--- src/rtl/dmagen_pkg.sv ---
package dmagen_pkg;

    // Event polarity encoding
    typedef enum logic [1:0] {
        POL_NONE = 2'b00,
        POL_RISE = 2'b01,
        POL_FALL = 2'b10,
        POL_BOTH = 2'b11
    } pol_e;

    // Burst sequencer states
    typedef enum logic [1:0] {
        ST_IDLE = 2'b00,
        ST_REQ  = 2'b01,
        ST_GAP  = 2'b10
    } burst_st_e;

    // Decide whether a transition from prev to cur is an event for pol
    function automatic logic edge_hit(input pol_e pol, input logic cur, input logic prev);
        logic rise;
        logic fall;
        rise = cur & ~prev;
        fall = ~cur & prev;
        case (pol)
            POL_RISE: edge_hit = rise;
            POL_FALL: edge_hit = fall;
            POL_BOTH: edge_hit = rise | fall;
            default:  edge_hit = 1'b0;
        endcase
    endfunction

endpackage

--- src/rtl/dmagen_sync.sv ---
module dmagen_sync #(
    parameter int NUM_TRIG = 8
) (
    input  logic                clk,
    input  logic                rst,
    input  logic [NUM_TRIG-1:0] trig_i,
    output logic [NUM_TRIG-1:0] sync_o,
    output logic [NUM_TRIG-1:0] prev_o
);
    // Per line: two metastability flops plus one history flop
    for (genvar i = 0; i < NUM_TRIG; i++) begin : g_line
        logic s1_q, s2_q, s3_q;
        always_ff @(posedge clk) begin
            if (rst) begin
                s1_q <= 1'b0;
                s2_q <= 1'b0;
                s3_q <= 1'b0;
            end else begin
                s1_q <= trig_i[i];
                s2_q <= s1_q;
                s3_q <= s2_q;
            end
        end
        assign sync_o[i] = s2_q;
        assign prev_o[i] = s3_q;
    end
endmodule

--- src/rtl/dmagen_edge.sv ---
module dmagen_edge
    import dmagen_pkg::*;
#(
    parameter int NUM_TRIG = 8,
    parameter int SEL_W    = $clog2(NUM_TRIG)
) (
    input  logic [NUM_TRIG-1:0] sync_i,
    input  logic [NUM_TRIG-1:0] prev_i,
    input  logic [SEL_W-1:0]    sel_i,
    input  logic [1:0]          pol_i,
    output logic                hit_o
);
    localparam logic [SEL_W:0] LINES = NUM_TRIG[SEL_W:0];

    logic in_range;
    logic cur, prv;

    always_comb begin
        in_range = ({1'b0, sel_i} < LINES);
        cur      = 1'b0;
        prv      = 1'b0;
        if (in_range) begin
            cur = sync_i[sel_i];
            prv = prev_i[sel_i];
        end
        hit_o = edge_hit(pol_e'(pol_i), cur, prv);
    end
endmodule

--- src/rtl/dmagen_burst.sv ---
module dmagen_burst
    import dmagen_pkg::*;
#(
    parameter int CNT_W = 5
) (
    input  logic             clk,
    input  logic             rst,
    input  logic             en_i,
    input  logic             hit_i,
    input  logic [CNT_W-1:0] cnt_i,
    input  logic             ack_i,
    output logic             req_o,
    output logic             ovr_o
);
    burst_st_e        st_q;
    logic [CNT_W-1:0] left_q;   // requests still to issue after the current one

    always_ff @(posedge clk) begin
        if (rst || !en_i) begin
            st_q   <= ST_IDLE;
            left_q <= '0;
            req_o  <= 1'b0;
            ovr_o  <= 1'b0;
        end else begin
            case (st_q)
                ST_IDLE: begin
                    if (hit_i) begin
                        st_q   <= ST_REQ;
                        left_q <= cnt_i;
                        req_o  <= 1'b1;
                    end
                end
                ST_REQ: begin
                    if (hit_i) ovr_o <= 1'b1;
                    if (ack_i) begin
                        req_o <= 1'b0;
                        if (left_q == '0) begin
                            st_q <= ST_IDLE;
                        end else begin
                            st_q   <= ST_GAP;
                            left_q <= left_q - 1'b1;
                        end
                    end
                end
                ST_GAP: begin
                    if (hit_i) ovr_o <= 1'b1;
                    st_q  <= ST_REQ;
                    req_o <= 1'b1;
                end
                default: begin
                    st_q  <= ST_IDLE;
                    req_o <= 1'b0;
                end
            endcase
        end
    end

    // request held while not acknowledged
    p_req_hold_r6: assert property (@(posedge clk) disable iff (rst)
        req_o && !ack_i && en_i |=> req_o);

    // acknowledge always forces a low cycle
    p_ack_gap_r7: assert property (@(posedge clk) disable iff (rst)
        req_o && ack_i |=> !req_o);

    // disable clears request and overrun on the next edge
    p_abort_r9: assert property (@(posedge clk) disable iff (rst)
        !en_i |=> !req_o && !ovr_o);

    // overrun flag is sticky while enabled
    p_ovr_sticky_r8: assert property (@(posedge clk) disable iff (rst)
        ovr_o && en_i |=> ovr_o);

    // a burst only starts from idle on an accepted event
    p_start_on_hit_r4: assert property (@(posedge clk) disable iff (rst)
        $rose(req_o) && $past(st_q) == ST_IDLE |-> $past(hit_i));
endmodule

--- src/rtl/dmagen_top.sv ---
module dmagen_top #(
    parameter int NUM_CH   = 4,
    parameter int NUM_TRIG = 8,
    parameter int CNT_W    = 5,
    localparam int SEL_W   = (NUM_TRIG > 1) ? $clog2(NUM_TRIG) : 1
) (
    input  logic                    clk,
    input  logic                    rst,
    input  logic [NUM_TRIG-1:0]     trig_i,
    input  logic [NUM_CH-1:0]       en_i,
    input  logic [NUM_CH*SEL_W-1:0] sel_i,
    input  logic [NUM_CH*2-1:0]     pol_i,
    input  logic [NUM_CH*CNT_W-1:0] cnt_i,
    input  logic [NUM_CH-1:0]       ack_i,
    output logic [NUM_CH-1:0]       req_o,
    output logic [NUM_CH-1:0]       ovr_o
);
    logic [NUM_TRIG-1:0] sync_w;
    logic [NUM_TRIG-1:0] prev_w;

    dmagen_sync #(.NUM_TRIG(NUM_TRIG)) u_sync (
        .clk    (clk),
        .rst    (rst),
        .trig_i (trig_i),
        .sync_o (sync_w),
        .prev_o (prev_w)
    );

    for (genvar c = 0; c < NUM_CH; c++) begin : g_ch
        logic hit_w;

        dmagen_edge #(.NUM_TRIG(NUM_TRIG), .SEL_W(SEL_W)) u_edge (
            .sync_i (sync_w),
            .prev_i (prev_w),
            .sel_i  (sel_i[c*SEL_W +: SEL_W]),
            .pol_i  (pol_i[c*2 +: 2]),
            .hit_o  (hit_w)
        );

        dmagen_burst #(.CNT_W(CNT_W)) u_burst (
            .clk   (clk),
            .rst   (rst),
            .en_i  (en_i[c]),
            .hit_i (hit_w),
            .cnt_i (cnt_i[c*CNT_W +: CNT_W]),
            .ack_i (ack_i[c]),
            .req_o (req_o[c]),
            .ovr_o (ovr_o[c])
        );
    end

    // outputs quiet in the cycle after reset
    p_reset_quiet_r1: assert property (@(posedge clk)
        rst |=> (req_o == '0) && (ovr_o == '0));
endmodule

--- config.mk ---
export PLATFORM = sky130hd
export DESIGN_NAME = dmagen_top
export DESIGN_NICKNAME = d
export VERILOG_FILES = /design/src/rtl/dmagen_pkg.sv /design/src/rtl/dmagen_sync.sv /design/src/rtl/dmagen_edge.sv /design/src/rtl/dmagen_burst.sv /design/src/rtl/dmagen_top.sv
export SDC_FILE = /design/constraint.sdc
export NUM_CORES = 1
export LEC_CHECK = 0
export CORE_ASPECT_RATIO = 1.2
export CORE_UTILIZATION = 53
export DETAILED_ROUTE_END_ITERATION = 10
export GPL_TIMING_DRIVEN = 0
export HOLD_SLACK_MARGIN = 0.06
export MAX_ROUTING_LAYER = met4
export PLACE_DENSITY = 0.77
export RECOVER_POWER = 100
export SYNTH_ARGS = -nofsm -noshare
export SYNTH_HDL_FRONTEND = slang
export SYNTH_SLANG_ARGS = --single-unit
export TNS_END_PERCENT = 50
--- constraint.sdc ---
create_clock -name clk -period 2.9 [get_ports clk]
set_input_delay 0.29 -clock clk [delete_from_list [all_inputs] [get_ports clk]]
set_output_delay 0.29 -clock clk [all_outputs]
set_load 0.02 [all_outputs]
==> results of run 1 <==
[cell usage in the layout, fill, tap and decap left out, drive strengths merged, types with 5 or more instances in the layout]
cell           Yosys  final
buf               13     13
nor3               7      7
or3                8      8
dlygate4sd3        0     12
ha                28     28
o21ai             11     11
dfxtp             60     60
clkbuf             4     15
o311a              5      5
nand2             25     25
inv               31     31
mux4              16     16
or2                6      6
a21oi             25     25
nor2b             36     36
clkdlybuf4s50      0     49
o32ai              6      6
nor2              30     30
nand2b            15     15
mux2i             19     19
[flip-flops by register name (all words and copies together), names as in the netlist]
register	flops
u_sync.g_line.s2_q	8
u_sync.g_line.s1_q	8
g_ch.u_burst.st_q	8
g_ch.u_burst.req_o	4
g_ch.u_burst.ovr_o	4
u_sync.g_line.s3_q	8
g_ch.u_burst.left_q	20
[metrics by stage]
step / TNS, ps / instance area, sq um / util / total power, W / std cells
after floorplan: 0 / 3565 / - / 0.001101 / 381
after global placement: -2767 / 4322 / 0.6704 / 0.001234 / 531
after detailed placement: -4601 / 4322 / 0.6704 / 0.001243 / 531
after CTS: 0 / 4552 / 0.7061 / 0.002130 / 547
after global routing: 0 / 4547 / 0.7054 / 0.002210 / 547
final: 0 / 4547 / 0.7054 / 0.002110 / 547
[critical path, cell delays in order]
cell	delay [ps]
clkdlybuf4s50_1	610
mux4_2	360
mux2i_1	250
inv_1	80
ha_1	280
nand2b_1	160
a21boi_2	180
o22ai_1	180
or3b_1	380
a21oi_1	140
[power breakdown]
part           switching (W)  internal [W]  total (W)
logic               0.000157      0.000190   0.000347
clock network       0.000321      0.000569   0.000890
registers          0.0000206      0.000852   0.000873
[repair_timing]
item / 4_1_cts / 5_1_grt
setup buffers: 0 / 0
resized for setup: 1 / 3
setup endpoints to repair: 1 / 9
[worst paths after layout]
kind	startpoint	endpoint	slack, ps	cells past startpoint
worst max-delay path	sel_i[10]	g_ch[3].u_burst.st_q[0]$_SDFFE_PP0P_	260	10
worst min-delay path	u_sync.g_line[0].s1_q$_SDFF_PP0_	u_sync.g_line[0].s2_q$_SDFF_PP0_	440	1
worst max register to register	u_sync.g_line[7].s3_q$_SDFF_PP0_	g_ch[3].u_burst.st_q[0]$_SDFFE_PP0P_	360	9
worst min register to register	u_sync.g_line[0].s1_q$_SDFF_PP0_	u_sync.g_line[0].s2_q$_SDFF_PP0_	440	1
[kinds of logic after synthesis]
logic type | after synthesis
compound gates | 70
simple gates | 139
mux | 35
flops | 60
fa+ha+maj | 28
buf+inv | 49
[metal layers]
| layer | global-route usage | wire [microns] | vias up |
|---|---|---|---|
| met5 | - | 0 | - |
| met3 | 0.04975 | 356 | 12 |
| met2 | 0.4063 | 3793 | 72 |
| met4 | 0.08814 | 112 | 0 |
| li1 | - | - | 1480 |
| met1 | 0.2393 | 2935 | 1377 |
[final cells by class]
cell class | count | area share
multi-input combinational | 272 | 0.4689
sequential | 60 | 0.2642
timing repair buffer | 65 | 0.1445
clock buffer | 11 | 0.02889
inverter | 32 | 0.02642
tap | 85 | 0.02339
clock inverter | 5 | 0.02201
buffer | 17 | 0.02174
==> flow_metrics.env, run 1 <==
export IMPL_synth_top_family_by_area="simple AND/OR/NAND/NOR gates"
export IMPL_die_w_microns=76.87
export IMPL_synth_area_leaders="dfxtp_1 (34%), mux4_2 (10%), ha_1 (9.8%)"
export IMPL_finalCritPeriodShare=0.9088
export IMPL_drtAntennaViolNets=0
export IMPL_min_path_type="reg -> reg"
export IMPL_fin_skew_ps=5.409
export IMPL_area_growth_syn_to_layout_pct=27.55
export IMPL_ir_worst_vdd_uv=320.9
export IMPL_fin_hold_ws_ps=436.7
export IMPL_htreeDepth=3
export IMPL_die_area_sq_um=7059
export IMPL_syn_area_per_cell_sq_um=9.356
export IMPL_nNetsFinal=543
export IMPL_multi_input_area_sq_um=2132
export IMPL_num_vias=2941
export IMPL_grt_util_all_layers=0.2260
export IMPL_synth_top_area_frac=0.3370
export IMPL_min_period_ps=2636
export IMPL_gr_total_overflow=0
export IMPL_portBuffers=65
export IMPL_seq_area_sq_um=1201
export IMPL_cts_sinks=60
export IMPL_fillers=506
export IMPL_grt_pass1_wl_mm=12.27
export IMPL_yosys_top_cells_count="dfxtp_1 (60), nor2b_1 (36), inv_1 (31)"
export IMPL_synth_top_area_cell="dfxtp_1"
export IMPL_required_ps=3170
export IMPL_cts_buffers=9
export IMPL_routabilityCongestion=0.8363
export IMPL_synth_seq_cells=60
export IMPL_max_slew_margin_rel=0.6049
export IMPL_leakage_nw=1.954
export IMPL_setup_viol=0
export IMPL_critPathKind="in -> reg"
export IMPL_max_freq_ghz=0.3794
export IMPL_yosys_area_share_adder=0.09828
export IMPL_dr_pass1_iters=4
export IMPL_synth_cells=381
export IMPL_critPathCaptureType="flip-flop"
export IMPL_grt_max_degree=11
export IMPL_ys_flop_type="dfxtp_1"
export IMPL_outcome="finished, final reports clean"
export IMPL_synth_seq_area_share=0.3370
export IMPL_die_h_microns=91.84
export IMPL_cts_root_buffer="clkbuf_8"
export IMPL_slew_violations=0
export IMPL_coreArea_sq_um=6446
export IMPL_tightest_slew_ps=584.5
export IMPL_grt_pass1_vias=2875
export IMPL_clk_transition_reported_paths_ps=70
export IMPL_rows=32
export IMPL_p_per_area_nw_per_um2=464.0
export IMPL_drt_iter0_markers=93
export IMPL_antenna_found_initial=0
export IMPL_pre_cts_slack_ps=-379.4
export IMPL_wire_per_inst_microns=13.16
export IMPL_synth_xor_area_share=0
export IMPL_diodes=0
export IMPL_muxShareOfSynthArea=0.1544
export IMPL_yosysMostFrequentCell="dfxtp_1"
export IMPL_setup_ws_ps=264.4
export IMPL_syn_cell_area_sq_um=3565
export IMPL_wl_mm=7.198
export IMPL_yosys_area_share_simple=0.2088
export IMPL_cts_hold_buffers_added=0
export IMPL_drc=0
export IMPL_synth_edf_count=0
export IMPL_hold_viol=0
export IMPL_clk_latency_ps=340
export IMPL_critical_path_arrival_ps=2910
export IMPL_cts_tree="yes"
export IMPL_rsz0062_at_grt="no"
export IMPL_worstSetupStartpointType="input port"
export IMPL_hpwl_mm=5.515
export IMPL_viasPerCell=5.377
export IMPL_yosysWarnings=0
export IMPL_maxCapViolCount=0
export IMPL_async_reset_ff_frac=0
export IMPL_cts_buffer_depth=2
export IMPL_synthesis_nets=467
export IMPL_layout_drive_gt1_share=0.1190
export IMPL_synth_compound_area_frac=0.1400
export IMPL_pin_count=66
export IMPL_cp_max_fo=4
export IMPL_ys_types=42
export IMPL_initial_core_util=0.5530
Power figures use the tool's default switching activity.
==> run 2: changes to the inputs <==
- ABC_CLOCK_PERIOD_IN_PS: unset -> 3000
- SLEW_MARGIN: unset -> 20
- clock period: 2.9 -> 3 ns (I/O delays scaled with it)
==> run 2 against run 1 <==
Against the previous run:
- clock skew down 1.2 ps
- sequential power down 3.3%
- non-clock buffer count unchanged
- clock power down 3.1%
- design area down 0.11%
- sequential share of layout area about the same
- routed wire length up 0.42%
- clock-buffer cell count unchanged
- register-to-register slack better by 40 ps
- largest cell class unchanged
- largest power group unchanged
- highest routed layer unchanged
==> flow_metrics.env, run 2 (synthesis gave the netlist of run 1 again) <==
export IMPL_leakage_nw=1.941
export IMPL_rsz0062_at_grt="no"
export IMPL_cts_hold_buffers_added=0
export IMPL_cts_root_buffer="clkbuf_8"
export IMPL_hold_path_depth=1
export IMPL_critical_path_arrival_ps=3030
export IMPL_fin_skew_ps=4.191
export IMPL_wl_mm=7.228
export IMPL_switchingPower_w=0.0004842
export IMPL_final_area_sq_um=4542
export IMPL_final_common_cell="dfxtp_1"
export IMPL_dr_pass1_iters=4
export IMPL_die_h_microns=91.84
export IMPL_pin_count=66
export IMPL_power_internal_w=0.001558
export IMPL_hold_viol=0
export IMPL_critPathCaptureType="flip-flop"
export IMPL_rrSetupSlack_ps=400
export IMPL_antenna_found_initial=0
export IMPL_ff2ff_path_depth=9
export IMPL_die_w_microns=76.87
export IMPL_min_period_ps=2820
export IMPL_cts_tree="yes"
export IMPL_cts_buffers=9
export IMPL_regToRegStartpoint="u_sync.g_line[7].s3_q$_SDFF_PP0_"
export IMPL_clk_transition_reported_paths_ps=60
export IMPL_drtAntennaViolNets=0
export IMPL_clk_latency_ps=340
export IMPL_critPathKind="in -> reg"
export IMPL_num_vias=2941
export IMPL_max_freq_ghz=0.3546
export IMPL_hpwl_mm=5.515
export IMPL_area_growth_syn_to_layout_pct=27.41
export IMPL_wire_per_inst_microns=13.21
export IMPL_gr_total_overflow=0
export IMPL_portBuffers=65
export IMPL_cp_max_fo=5
export IMPL_cts_sinks=60
export IMPL_hold_end="u_sync.g_line[0].s2_q$_SDFF_PP0_"
export IMPL_regMostFlops="g_ch.u_burst.left_q"
export IMPL_setup_viol=0
export IMPL_largest_reg_flops=20
export IMPL_rows=32
export IMPL_fin_hold_ws_ps=436.9
export IMPL_routabilityCongestion=0.8363
export IMPL_drt_iter0_markers=82
export IMPL_viasPerCell=5.377
export IMPL_fin_cells=547
export IMPL_coreArea_sq_um=6446
export IMPL_required_ps=3210
export IMPL_dp_cells=531
export IMPL_outcome="finished, final reports clean"
export IMPL_min_path_type="reg -> reg"
export IMPL_tightest_slew_ps=655.9
export IMPL_worstSetupStartpointType="input port"
export IMPL_maxCapViolCount=0
export IMPL_finalCritPeriodShare=0.9400
export IMPL_grt_pass1_vias=2875
export IMPL_ir_worst_vdd_uv=309.7
export IMPL_placed_area_sq_um=4322
export IMPL_hold_path_startpoint="u_sync.g_line[0].s1_q$_SDFF_PP0_"
export IMPL_rr_endpoint="g_ch[3].u_burst.left_q[0]$_SDFFE_PP0P_"
export IMPL_swShare=0.2371
export IMPL_final_cell_mix="dfxtp_1 (60), clkdlybuf4s50_1 (52), nor2b_1 (36)"
export IMPL_grt_max_degree=11
export IMPL_clockPowerShare=0.422
export IMPL_slew_violations=0
export IMPL_cts_buffer_depth=2
export IMPL_die_area_sq_um=7059
export IMPL_nNetsFinal=543
export IMPL_drc=0
export IMPL_p_per_area_nw_per_um2=449.6
export IMPL_grt_util_all_layers=0.2260
export IMPL_layout_drive_gt1_share=0.1169
export IMPL_p_seq_frac=0.413
export IMPL_diodes=0
export IMPL_grt_pass1_wl_mm=12.27
export IMPL_max_slew_margin_rel=0.5598
export IMPL_initial_core_util=0.5530
export IMPL_htreeDepth=3
export IMPL_combPwrFrac=0.164
run 2: changes by cell type in the layout (fill, tap and decap cells not counted), sizes merged:
| cell | previous run | this run |
|---|---|---|
| dlygate4sd2 | 1 | 0 |
| dlymetal6s2s | 3 | 2 |
| dlygate4sd3 | 12 | 11 |
| clkdlybuf4s50 | 49 | 52 |
run 2: per-stage QoR:
stage | util | power, W | TNS [ps] | setup slack [ps]
after detailed placement | 0.6704 | 0.001202 | -2353 | -289.4
after global placement | 0.6704 | 0.001192 | -1001 | -129.3
after global routing | 0.7046 | 0.002137 | 0 | 27.04
after CTS | 0.7063 | 0.002060 | 0 | 72.64
final | 0.7046 | 0.002042 | 0 | 180.1
after floorplan | - | 0.001065 | 0 | 734.8
run 2: how the worst max path moves through the flow:
stage | startpoint | endpoint | depth (start not counted) | slack [ps]
finish | sel_i[0] | g_ch[0].u_burst.st_q[1]$_SDFFE_PP0P_ | 10 | 180
global route | sel_i[3] | g_ch[1].u_burst.st_q[0]$_SDFFE_PP0P_ | 10 | 30
CTS | sel_i[9] | g_ch[3].u_burst.st_q[0]$_SDFFE_PP0P_ | 10 | 70
detailed placement | sel_i[9] | g_ch[3].u_burst.st_q[0]$_SDFFE_PP0P_ | 10 | -290
global placement | sel_i[9] | g_ch[3].u_burst.st_q[0]$_SDFFE_PP0P_ | 10 | -130
floorplan | sel_i[9] | g_ch[3].u_burst.st_q[0]$_SDFFE_PP0P_ | 9 | 730
run 2: critical path: stages:
cell and delay [ps]:
clkdlybuf4s50_1 640, mux4_2 550, mux2i_1 190, inv_1 70
ha_1 170, or2_2 280, a31oi_1 290, a22o_1 280
mux2i_1 200, nor2_1 50
run 2: area by class of cell:
type / count / area, sq um
well taps: 85 / 106.4
clock buffers: 11 / 131.4
plain buffers: 17 / 98.84
flip-flops and latches: 60 / 1201
repair buffers: 65 / 655.6
inverters: 32 / 120.1
clock inverters: 5 / 100.1
fillers: 508 / 1904
multi-input cells: 272 / 2128
run 2: timing repair:
| item | CTS | global route |
|---|---|---|
| setup endpoints to repair | 0 | 2 |
| gates resized for setup | 0 | 2 |
| buffers inserted | 0 | 0 |
run 2: layer usage:
layer  routed length (microns)  GRT usage  share of wire
met5                         0          -              0
met4                       112    0.08814          0.015
met3                       334    0.04975          0.046
met2                      3789     0.4063           0.52
met1                      2991     0.2393           0.41
run 2: power groups by stage:
stage / sequential, W / clock, W / combinational (W)
4_1_cts: 0.000843 / 0.000874 / 0.000343
2_1_floorplan: 0.000855 / 0 / 0.000209
3_5_place_dp: 0.000861 / 0 / 0.000341
5_1_grt: 0.000847 / 0.000917 / 0.000373
3_3_place_gp: 0.000860 / 0 / 0.000333
6_report: 0.000844 / 0.000862 / 0.000336
==> run 3: changes to the inputs <==
- GPL_TIMING_DRIVEN: 0 -> unset
==> run 3 against run 2 <==
Against the previous run:
- clock skew up 5.6 ps
- global-route usage up 0.85 points
- utilization down 0.82 points
- die area unchanged
- register-to-register slack better by 210 ps
- combinational power up 1%
- worst setup slack better by 75 ps
- first-iteration DRC count up 24%
- hold slack better by 1.3 ps
- largest cell class unchanged
- highest routed layer unchanged
==> flow_metrics.env, run 3 (synthesis gave the netlist of run 1 again) <==
export IMPL_final_cell_mix="dfxtp_1 (60), clkdlybuf4s50_1 (54), nor2b_1 (36)"
export IMPL_hold_path_depth=1
export IMPL_max_slew_margin_rel=0.3625
export IMPL_clk_transition_reported_paths_ps=70
export IMPL_cts_hold_buffers_added=0
export IMPL_ir_worst_vdd_uv=330.8
export IMPL_clockPowerShare=0.406
export IMPL_area_growth_syn_to_layout_pct=25.94
export IMPL_wire_per_inst_microns=13.67
export IMPL_worstSetupStartpointType="input port"
export IMPL_max_freq_ghz=0.3643
export IMPL_tightest_slew_ps=956.3
export IMPL_combPwrFrac=0.170
export IMPL_grt_util_all_layers=0.2346
export IMPL_pin_count=66
export IMPL_diodes=0
export IMPL_switchingPower_w=0.0004994
export IMPL_largest_reg_flops=20
export IMPL_p_per_area_nw_per_um2=444.9
export IMPL_coreArea_sq_um=6446
export IMPL_pre_cts_slack_ps=-69.90
export IMPL_num_vias=2964
export IMPL_power_internal_w=0.001498
export IMPL_portBuffers=65
export IMPL_gr_total_overflow=0
export IMPL_die_h_microns=91.84
export IMPL_initial_core_util=0.5530
export IMPL_cts_buffer_depth=2
export IMPL_critPathCaptureType="flip-flop"
export IMPL_swShare=0.2500
export IMPL_wl_mm=7.382
export IMPL_min_path_type="reg -> reg"
export IMPL_ff2ff_path_depth=9
export IMPL_cts_sinks=60
export IMPL_required_ps=3280
export IMPL_final_common_cell="dfxtp_1"
export IMPL_routabilityCongestion=0.8764
export IMPL_cts_tree="yes"
export IMPL_cts_buffers=9
export IMPL_die_area_sq_um=7059
export IMPL_grt_pass1_wl_mm=12.61
export IMPL_grt_pass1_vias=2922
export IMPL_nNetsFinal=536
export IMPL_post_cts_setup_buffers=0
export IMPL_cts_root_buffer="clkbuf_8"
export IMPL_finalCritPeriodShare=0.9149
export IMPL_setup_viol=0
export IMPL_slew_violations=0
export IMPL_drc=0
export IMPL_ctsResizeCount=0
export IMPL_clk_latency_ps=350
export IMPL_antenna_found_initial=0
export IMPL_drtAntennaViolNets=0
export IMPL_leakage_nw=1.878
export IMPL_fin_skew_ps=9.836
export IMPL_rsz0062_at_grt="no"
export IMPL_dr_pass1_iters=4
export IMPL_die_w_microns=76.87
export IMPL_regMostFlops="g_ch.u_burst.left_q"
export IMPL_layout_drive_gt1_share=0.1099
export IMPL_hpwl_mm=5.502
export IMPL_p_seq_frac=0.423
export IMPL_htreeDepth=3
export IMPL_min_period_ps=2745
export IMPL_rows=32
export IMPL_critPathKind="in -> reg"
export IMPL_maxCapViolCount=0
export IMPL_finalSetupTns_ps=0
export IMPL_viasPerCell=5.489
export IMPL_hold_viol=0
export IMPL_drt_iter0_markers=102
export IMPL_cp_max_fo=4
export IMPL_grt_max_degree=25
export IMPL_critical_path_arrival_ps=3020
export IMPL_setup_ws_ps=255.2
export IMPL_outcome="finished, final reports clean"
==> run 3: per-stage QoR <==
| step | utilization | instance area, sq um | power [W] | std cells | hold slack, ps |
|---|---|---|---|---|---|
| after floorplan | - | 3565 | 0.001065 | 381 | 413.8 |
| after global placement | 0.6667 | 4298 | 0.001200 | 524 | 415.9 |
| after detailed placement | 0.6667 | 4298 | 0.001208 | 524 | 420.4 |
| after CTS | 0.7003 | 4514 | 0.002023 | 540 | 436.0 |
| after global routing | 0.6964 | 4489 | 0.002085 | 540 | 456.7 |
| final | 0.6964 | 4489 | 0.001997 | 540 | 438.2 |
==> run 3: cell type report <==
class,instances,area (sq um)
clock buffers,11,141.4
clock inverters,5,75.07
fillers,525,1957
inverters,32,120.1
multi-input cells,272,2138
flip-flops and latches,60,1201
well taps,85,106.4
repair buffers,75,706.9
==> run 3: path summary, 6_finish.rpt <==
path	from	end	slack, ps
hold / removal	u_sync.g_line[4].s1_q$_SDFF_PP0_	u_sync.g_line[4].s2_q$_SDFF_PP0_	440
setup reg to reg	u_sync.g_line[7].s3_q$_SDFF_PP0_	g_ch[0].u_burst.st_q[1]$_SDFFE_PP0P_	610
setup / recovery	sel_i[3]	g_ch[1].u_burst.st_q[0]$_SDFFE_PP0P_	260
hold reg to reg	u_sync.g_line[4].s1_q$_SDFF_PP0_	u_sync.g_line[4].s2_q$_SDFF_PP0_	440
==> run 3: critical path, stage by stage <==
cell and delay [ps]:
dlygate4sd3_1 690, mux4_2 540, mux2i_1 190, inv_1 70
ha_1 260, nand2b_1 150, a21boi_2 180, o22ai_1 140
or3_1 370, a21oi_1 140
==> run 3: power by group through the flow <==
stage | registers, W | clock network (W) | logic, W
after detailed placement | 0.000862 | 0 | 0.000346
after CTS | 0.000845 | 0.000828 | 0.000350
after floorplan | 0.000855 | 0 | 0.000209
after global placement | 0.000861 | 0 | 0.000339
final | 0.000845 | 0.000812 | 0.000340
after global routing | 0.000848 | 0.000860 | 0.000377
==> run 3: per-layer routing <==
metal	global-route usage	vias up	share of wire
met1	0.2437	1382	0.40
met5	-	-	0
met4	0.1314	0	0.032
met2	0.4100	91	0.52
met3	0.04975	24	0.047
li1	-	1467	-
